`src/rtl/sop_pkg.sv`:
```
package sop_pkg;
  typedef enum logic [1:0] {
    PH_I = 2'd0,
    PH_Q = 2'd1,
    PH_G = 2'd2
  } phase_e;
endpackage

```
`src/rtl/sop_slot.sv`:
```
// One-sample holding slot for a single channel, with sticky overflow.
module sop_slot #(
  parameter int DW = 16
) (
  input  logic          clk,
  input  logic          rst_n,
  input  logic          en,
  input  logic          in_valid,
  input  logic [DW-1:0] in_i,
  input  logic [DW-1:0] in_q,
  input  logic [DW-1:0] in_g,
  input  logic          take,
  output logic          pend,
  output logic          ovf,
  output logic [DW-1:0] out_i,
  output logic [DW-1:0] out_q,
  output logic [DW-1:0] out_g
);
  logic accept;
  logic pend_n, ovf_n;

  always_comb begin
    accept = en & in_valid;
    pend_n = accept | (pend & ~take);
    ovf_n  = ovf | (accept & pend & ~take);
  end

  always_ff @(posedge clk or negedge rst_n) begin
    if (!rst_n) begin
      pend <= 1'b0;
      ovf  <= 1'b0;
    end else begin
      pend <= pend_n;
      ovf  <= ovf_n;
    end
  end

  always_ff @(posedge clk or negedge rst_n) begin
    if (!rst_n) begin
      out_i <= '0;
      out_q <= '0;
      out_g <= '0;
    end else if (accept) begin
      out_i <= in_i;
      out_q <= in_q;
      out_g <= in_g;
    end
  end
endmodule

```
`src/rtl/sop_pick.sv`:
```
// Fixed-priority selector: lowest set index wins.
module sop_pick #(
  parameter int N   = 6,
  parameter int IW  = 3
) (
  input  logic [N-1:0]  req,
  output logic          found,
  output logic [IW-1:0] idx
);
  always_comb begin
    found = |req;
    idx   = '0;
    for (int i = N - 1; i >= 0; i--) begin
      if (req[i]) idx = i[IW-1:0];
    end
  end
endmodule

```
`src/rtl/sop_tx.sv`:
```
// Word sequencer: shadows one sample and steps through I, Q, gain.
module sop_tx
  import sop_pkg::*;
#(
  parameter int DW  = 16,
  parameter int CHW = 3
) (
  input  logic           clk,
  input  logic           rst_n,
  input  logic           cfg_master,
  input  logic           cfg_parallel,
  input  logic           cfg_append_gain,
  input  logic           port_ack,
  input  logic           cand_found,
  input  logic [CHW-1:0] cand_idx,
  input  logic [DW-1:0]  cand_i,
  input  logic [DW-1:0]  cand_q,
  input  logic [DW-1:0]  cand_g,
  output logic           load,
  output logic           port_req,
  output logic [DW-1:0]  port_data,
  output logic [CHW-1:0] port_chan,
  output logic           port_iq,
  output logic           port_gain
);
  logic           busy, busy_n;
  phase_e         phase, phase_n;
  logic [CHW-1:0] sh_ch, sh_ch_n;
  logic [DW-1:0]  sh_i, sh_q, sh_g;
  logic [DW-1:0]  sh_i_n, sh_q_n, sh_g_n;
  logic           fire, last;

  always_comb begin
    fire = busy & (cfg_master | port_ack | (cfg_parallel & (phase == PH_Q)));
    last = (phase == PH_G) | ((phase == PH_Q) & ~cfg_append_gain);
    load = cand_found & (~busy | (fire & last));

    busy_n  = busy;
    phase_n = phase;
    sh_ch_n = sh_ch;
    sh_i_n  = sh_i;
    sh_q_n  = sh_q;
    sh_g_n  = sh_g;
    if (load) begin
      busy_n  = 1'b1;
      phase_n = PH_I;
      sh_ch_n = cand_idx;
      sh_i_n  = cand_i;
      sh_q_n  = cand_q;
      sh_g_n  = cand_g;
    end else if (fire) begin
      if (last) busy_n = 1'b0;
      else      phase_n = (phase == PH_I) ? PH_Q : PH_G;
    end
  end

  always_ff @(posedge clk or negedge rst_n) begin
    if (!rst_n) begin
      busy  <= 1'b0;
      phase <= PH_I;
      sh_ch <= '0;
      sh_i  <= '0;
      sh_q  <= '0;
      sh_g  <= '0;
    end else begin
      busy  <= busy_n;
      phase <= phase_n;
      sh_ch <= sh_ch_n;
      sh_i  <= sh_i_n;
      sh_q  <= sh_q_n;
      sh_g  <= sh_g_n;
    end
  end

  always_comb begin
    port_req  = busy;
    port_chan = sh_ch;
    port_iq   = busy & (phase == PH_Q);
    port_gain = busy & (phase == PH_G);
    case (phase)
      PH_Q:    port_data = sh_q;
      PH_G:    port_data = sh_g;
      default: port_data = sh_i;
    endcase
  end
endmodule

```
`src/rtl/sample_out_port.sv`:
```
module sample_out_port #(
  parameter int NCH = 6,
  parameter int DW  = 16,
  localparam int CHW = (NCH > 1) ? $clog2(NCH) : 1
) (
  input  logic            clk,
  input  logic            rst_n,
  input  logic            cfg_master,
  input  logic            cfg_parallel,
  input  logic            cfg_append_gain,
  input  logic [NCH-1:0]  cfg_chan_en,
  input  logic [NCH-1:0]  in_valid,
  input  logic [NCH*DW-1:0] in_i,
  input  logic [NCH*DW-1:0] in_q,
  input  logic [NCH*DW-1:0] in_gain,
  input  logic            port_ack,
  output logic            port_req,
  output logic [DW-1:0]   port_data,
  output logic [CHW-1:0]  port_chan,
  output logic            port_iq,
  output logic            port_gain,
  output logic [NCH-1:0]  ovf_flag
);
  logic [NCH-1:0] pend, take;
  logic [DW-1:0]  s_i [NCH];
  logic [DW-1:0]  s_q [NCH];
  logic [DW-1:0]  s_g [NCH];
  logic           cand_found, load;
  logic [CHW-1:0] cand_idx;

  for (genvar c = 0; c < NCH; c++) begin : g_slot
    assign take[c] = load & (cand_idx == CHW'(c));
    sop_slot #(.DW(DW)) u_slot (
      .clk      (clk),
      .rst_n    (rst_n),
      .en       (cfg_chan_en[c]),
      .in_valid (in_valid[c]),
      .in_i     (in_i[c*DW +: DW]),
      .in_q     (in_q[c*DW +: DW]),
      .in_g     (in_gain[c*DW +: DW]),
      .take     (take[c]),
      .pend     (pend[c]),
      .ovf      (ovf_flag[c]),
      .out_i    (s_i[c]),
      .out_q    (s_q[c]),
      .out_g    (s_g[c])
    );
  end

  sop_pick #(.N(NCH), .IW(CHW)) u_pick (
    .req   (pend & cfg_chan_en),
    .found (cand_found),
    .idx   (cand_idx)
  );

  sop_tx #(.DW(DW), .CHW(CHW)) u_tx (
    .clk             (clk),
    .rst_n           (rst_n),
    .cfg_master      (cfg_master),
    .cfg_parallel    (cfg_parallel),
    .cfg_append_gain (cfg_append_gain),
    .port_ack        (port_ack),
    .cand_found      (cand_found),
    .cand_idx        (cand_idx),
    .cand_i          (s_i[cand_idx]),
    .cand_q          (s_q[cand_idx]),
    .cand_g          (s_g[cand_idx]),
    .load            (load),
    .port_req        (port_req),
    .port_data       (port_data),
    .port_chan       (port_chan),
    .port_iq         (port_iq),
    .port_gain       (port_gain)
  );
endmodule

```
`config.mk`:
```
export PLATFORM = sky130hd
export DESIGN_NAME = sample_out_port
export DESIGN_NICKNAME = d
export VERILOG_FILES = /design/src/rtl/sop_pkg.sv /design/src/rtl/sop_slot.sv /design/src/rtl/sop_pick.sv /design/src/rtl/sop_tx.sv /design/src/rtl/sample_out_port.sv
export SDC_FILE = /design/constraint.sdc
export NUM_CORES = 1
export LEC_CHECK = 0
export ABC_AREA = 1
export BUFFER_PORTS_ARGS = -buffer_cell sky130_fd_sc_hd__buf_4
export CAP_MARGIN = 20
export CORE_ASPECT_RATIO = 0.5
export CORE_UTILIZATION = 56
export CTS_CLUSTER_SIZE = 14
export DETAILED_ROUTE_END_ITERATION = 12
export PLACE_DENSITY_LB_ADDON = 0.2
export SLEW_MARGIN = 20
export SYNTH_ARGS = -nofsm -noshare
export SYNTH_HDL_FRONTEND = slang
export SYNTH_SLANG_ARGS = --single-unit
```
`constraint.sdc`:
```
create_clock -name clk -period 2.15 [get_ports clk]
set_input_delay 0.43 -clock clk [delete_from_list [all_inputs] [get_ports clk]]
set_output_delay 0.43 -clock clk [all_outputs]
set_load 0.005 [all_outputs]
```
==> metrics.md <==
| Metric | Value |
|---|---|
| Run status | `finished, violations left` |
| Failing checks | `setup timing` |
| Register area share after synthesis | `51.5%` |
| P per Cell Area | `1200 nW/µm²` |
| Max clock buf depth | `3` |
| Synth top area share | `51.5%` |
| Hold endpoint | `g_slot[5].u_slot.out_q[9]` |
| Post-synth top area cell | `dfrtp_1` |
| Largest net degree at the start of global routing | `59` |
| Minimum clock period | `2.32 ns` |
| Fin crit share | `108%` |
| Crit path buffers/inverters | `3` |
| 1st-iter DRT viols | `1641` |
| GRT Overall Usage | `35.1%` |
| Ys Warns | `0` |
| Initial Utilization | `58.2%` |
| CTS root buf | `clkbuf_16` |
| Slowest-stage cell, CP | `dfrtp_1` |
| Layout area overhead | `29.1%` |
| H-Tree Depth | `2` |
| Final hold slack | `0.116 ns` |
| Drt first pass iters | `5` |
| Fin Setup TNS | `-2.20 ns` |
| Max Freq | `431 MHz` |
| Flop pwr share | `32.9%` |
| DRC viols | `0` |
| Switch share | `39.4%` |
| TritonCTS Sinks | `354` |
| Max-Cap Viols | `0` |
| Internal Pwr Total | `16.2 mW` |
| Crit-path cells | `inv_2 > ha_4 > buf_12 > nor2_4 > a31oi_1 > buf_4` |
| Buffers on Ports | `333` |
| FF-to-FF Start | `g_slot[2].u_slot.pend` |
| Layout net count | `2538` |
| Max_slew headroom | `66.0%` |
| Reg2Reg Depth | `10` |
| RD Place Congestion | `0.998` |
| Post-Syn Instances | `1903` |
| Initial antenna violation count | `2` |
| Max FO, Critical Path | `7` |
| Library cells used by synthesis | `29` |
| R2R Setup Slk | `0.07 ns` |
| CTS tree | `done` |
| Worst hold path depth | `2` |
| Global route total overflow | `0` |
| Pins Over Slew Limit | `0` |
| Peak VDD IR | `0.000669 V` |
| First-pass GRT wire length | `83700 µm` |
| LEAKAGE | `11.1 nW` |
| I/O pin count | `334` |
| Clock transition at path regs | `0.06 ns` |
| Die W | `250 µm` |
| Post-DP HPWL | `38900 µm` |
| Least-Margin Pin Slew | `0.509 ns` |
| HP Start | `in_q[89]` |
| Die Y | `126 µm` |
| Synthesized area per cell | `9.04 µm²` |
| Critical Path Sink Type | `output port` |
| Synthesized Nets | `2212` |
| Flops & latches, synth | `354` |
| Top cells by area, synth | `dfrtp_1, mux2_2, nand2_1, nand3_1, inv_1` |
| Clk_skew | `0.0305 ns` |
| Crit-path max cell delay | `0.37 ns` |
| Site Rows | `44` |
| Vias in the first global route | `14500` |
| Routed len/inst | `21.1 µm` |
| Worst skew pair latency | `0.54 ns` |
| Antenna viol nets, final | `0` |
| NetSw | `10.5 mW` |
| TritonCTS buffer count | `34` |
| Clock share of power | `22.8%` |
| R2r endpoint | `u_tx.sh_i[6]` |
| WL final | `55700 µm` |
| Unrepaired setup endpoints after global routing | `yes` |
| Worst endpoint required time | `1.72 ns` |
| # setup viols final | `16` |
| Worst Setup SP | `u_tx.phase[0]` |
| CP Class | `reg -> out` |
| Vias | `15200` |
| CP Data Arrival Time | `1.89 ns` |
| Share of layout cells above drive strength 1 | `33.8%` |
| Worst Hold Class | `in -> reg` |
| Startpoint Class | `flop` |
| Combinational share of power | `44.3%` |
| Die ar. | `31500 µm²` |
| Cell family with most CP delay | `buffers and inverters` |
| Mapped Area | `17200 µm²` |
| Hold Violations, Final | `0` |
| Core area | `29600 µm²` |
| Vias per inst | `5.73` |
| Final WS setup | `-0.172 ns` |
## Yosys cell counts
library cell / n
a211oi_1: 1
a21oi_1: 97
a31oi_1: 16
buf_1: 22
buf_12: 3
buf_2: 57
buf_4: 12
buf_6: 3
buf_8: 1
clkbuf_1: 45
clkinv_1: 19
dfrtp_1: 354
ha_1: 3
inv_1: 138
inv_2: 6
mux2_2: 192
nand2_1: 454
nand2_2: 5
nand3_1: 267
nand3_2: 27
nand4_1: 48
nand4_2: 1
nor2_1: 118
nor3_2: 1
o211ai_2: 1
o21ai_0: 3
o21ai_1: 2
o21bai_1: 6
o31ai_1: 1
## sequential cells by signal, summed over array words and instances (netlist names)
| signal | flops |
|---|---|
| g_slot.u_slot.out_g | 96 |
| g_slot.u_slot.out_i | 96 |
| g_slot.u_slot.out_q | 96 |
| u_tx.sh_g | 16 |
| u_tx.sh_i | 16 |
| u_tx.sh_q | 16 |
| g_slot.u_slot.ovf | 6 |
| g_slot.u_slot.pend | 6 |
| u_tx.port_chan | 3 |
| u_tx.phase | 2 |
| u_tx.port_req | 1 |
## metrics by stage
step / total power, mW / util [%] / instances / worst slack, ns / cell area (µm²)
CTS: 25.9 / 74.5 / 2639 / -0.120 / 22000
global route: 27.9 / 75.1 / 2643 / -0.212 / 22200
detailed placement: 18.9 / 69.6 / 2575 / -0.161 / 20600
global placement: 18.7 / 69.6 / 2575 / -0.0857 / 20600
finish: 26.7 / 75.1 / 2644 / -0.172 / 22200
floorplan: 14.5 / - / 1903 / 0.420 / 17200
## worst register-to-register path: cells and delay by family (launching register included)
family        cells  cell delay [ns]
buf+inv           3             0.88
flops             1             0.34
simple gates      7             0.78
## kinds of logic (layout without fill, tap and decap cells)
kind of cell / after synthesis / in the layout / share of synthesized area (%)
AND/OR/NAND/NOR: 921 / 921 / 23.9
AO/OA/AOI/OAI: 127 / 127 / 3.97
multiplexers: 192 / 192 / 12.6
buffers and inverters: 306 / 653 / 7.84
other: 0 / 3 / 0
flip-flops: 354 / 354 / 51.5
adder cells (fa/ha/maj): 3 / 3 / 0.218
## power by group through the flow
stage / clock [mW] / sequential [mW] / combinational (mW)
final: 6.10 / 8.79 / 11.8
after global routing: 6.39 / 8.89 / 12.6
after CTS: 6.12 / 8.73 / 11.1
after detailed placement: 0 / 8.80 / 10.1
after global placement: 0 / 8.78 / 9.92
after floorplan: 0 / 8.52 / 5.97
## layout by cell type (no fill, tap or decap), types with 15 or more instances in the layout
cell type	instances
nand3_1	263
a21oi_1	97
dfrtp_1	354
clkbuf_16	39
inv_1	136
buf_4	382
buf_6	15
nand4_1	48
nand3_2	31
nor2_1	104
nand2_1	442
buf_12	28
mux2_2	192
clkinv_1	19
## timing repair
| item | 4_1_cts | 5_1_grt |
|---|---|---|
| hold buffers | 1 | 0 |
| setup buffers | 3 | 0 |
| endpoints found under the setup margin | 17 | 62 |
| gates cloned | 3 | 2 |
| endpoints found under the hold margin | 42 | 0 |
| pin swaps | 7 | 5 |
| gates resized for setup | 54 | 25 |
## routing by layer
| layer | routed length [µm] | part of all wire [%] | track usage [%] | vias up |
|---|---|---|---|---|
| li1 | - | - | - | 6864 |
| met1 | 23400 | 42 | 50.2 | 7384 |
| met2 | 23900 | 43 | 50.5 | 807 |
| met3 | 6830 | 12 | 12.0 | 99 |
| met4 | 1570 | 2.8 | 10.2 | 0 |
| met5 | 0 | 0 | 0 | - |
## how the worst max path moves through the flow
stage | endpoint | slack, ns | depth (start not counted)
finish | port_data[13] | -0.17 | 6
global route | port_data[13] | -0.21 | 6
CTS | port_data[9] | -0.12 | 6
detailed placement | u_tx.sh_i[6] | -0.16 | 16
global placement | u_tx.sh_i[6] | -0.09 | 16
floorplan | g_slot[1].u_slot.ovf | 0.42 | 13
## cell type report
type,instances,area (µm²)
Multi-Input combinational cell,1243,7360
Inverter,163,614
Tap cell,391,489
Clock buffer,52,1040
Fill cell,2120,7360
Sequential cell,354,8860
Clock inverter,5,61.3
Antenna cell,3,7.51
Timing Repair Buffer,433,3770
(Power assumes the default switching activity.)
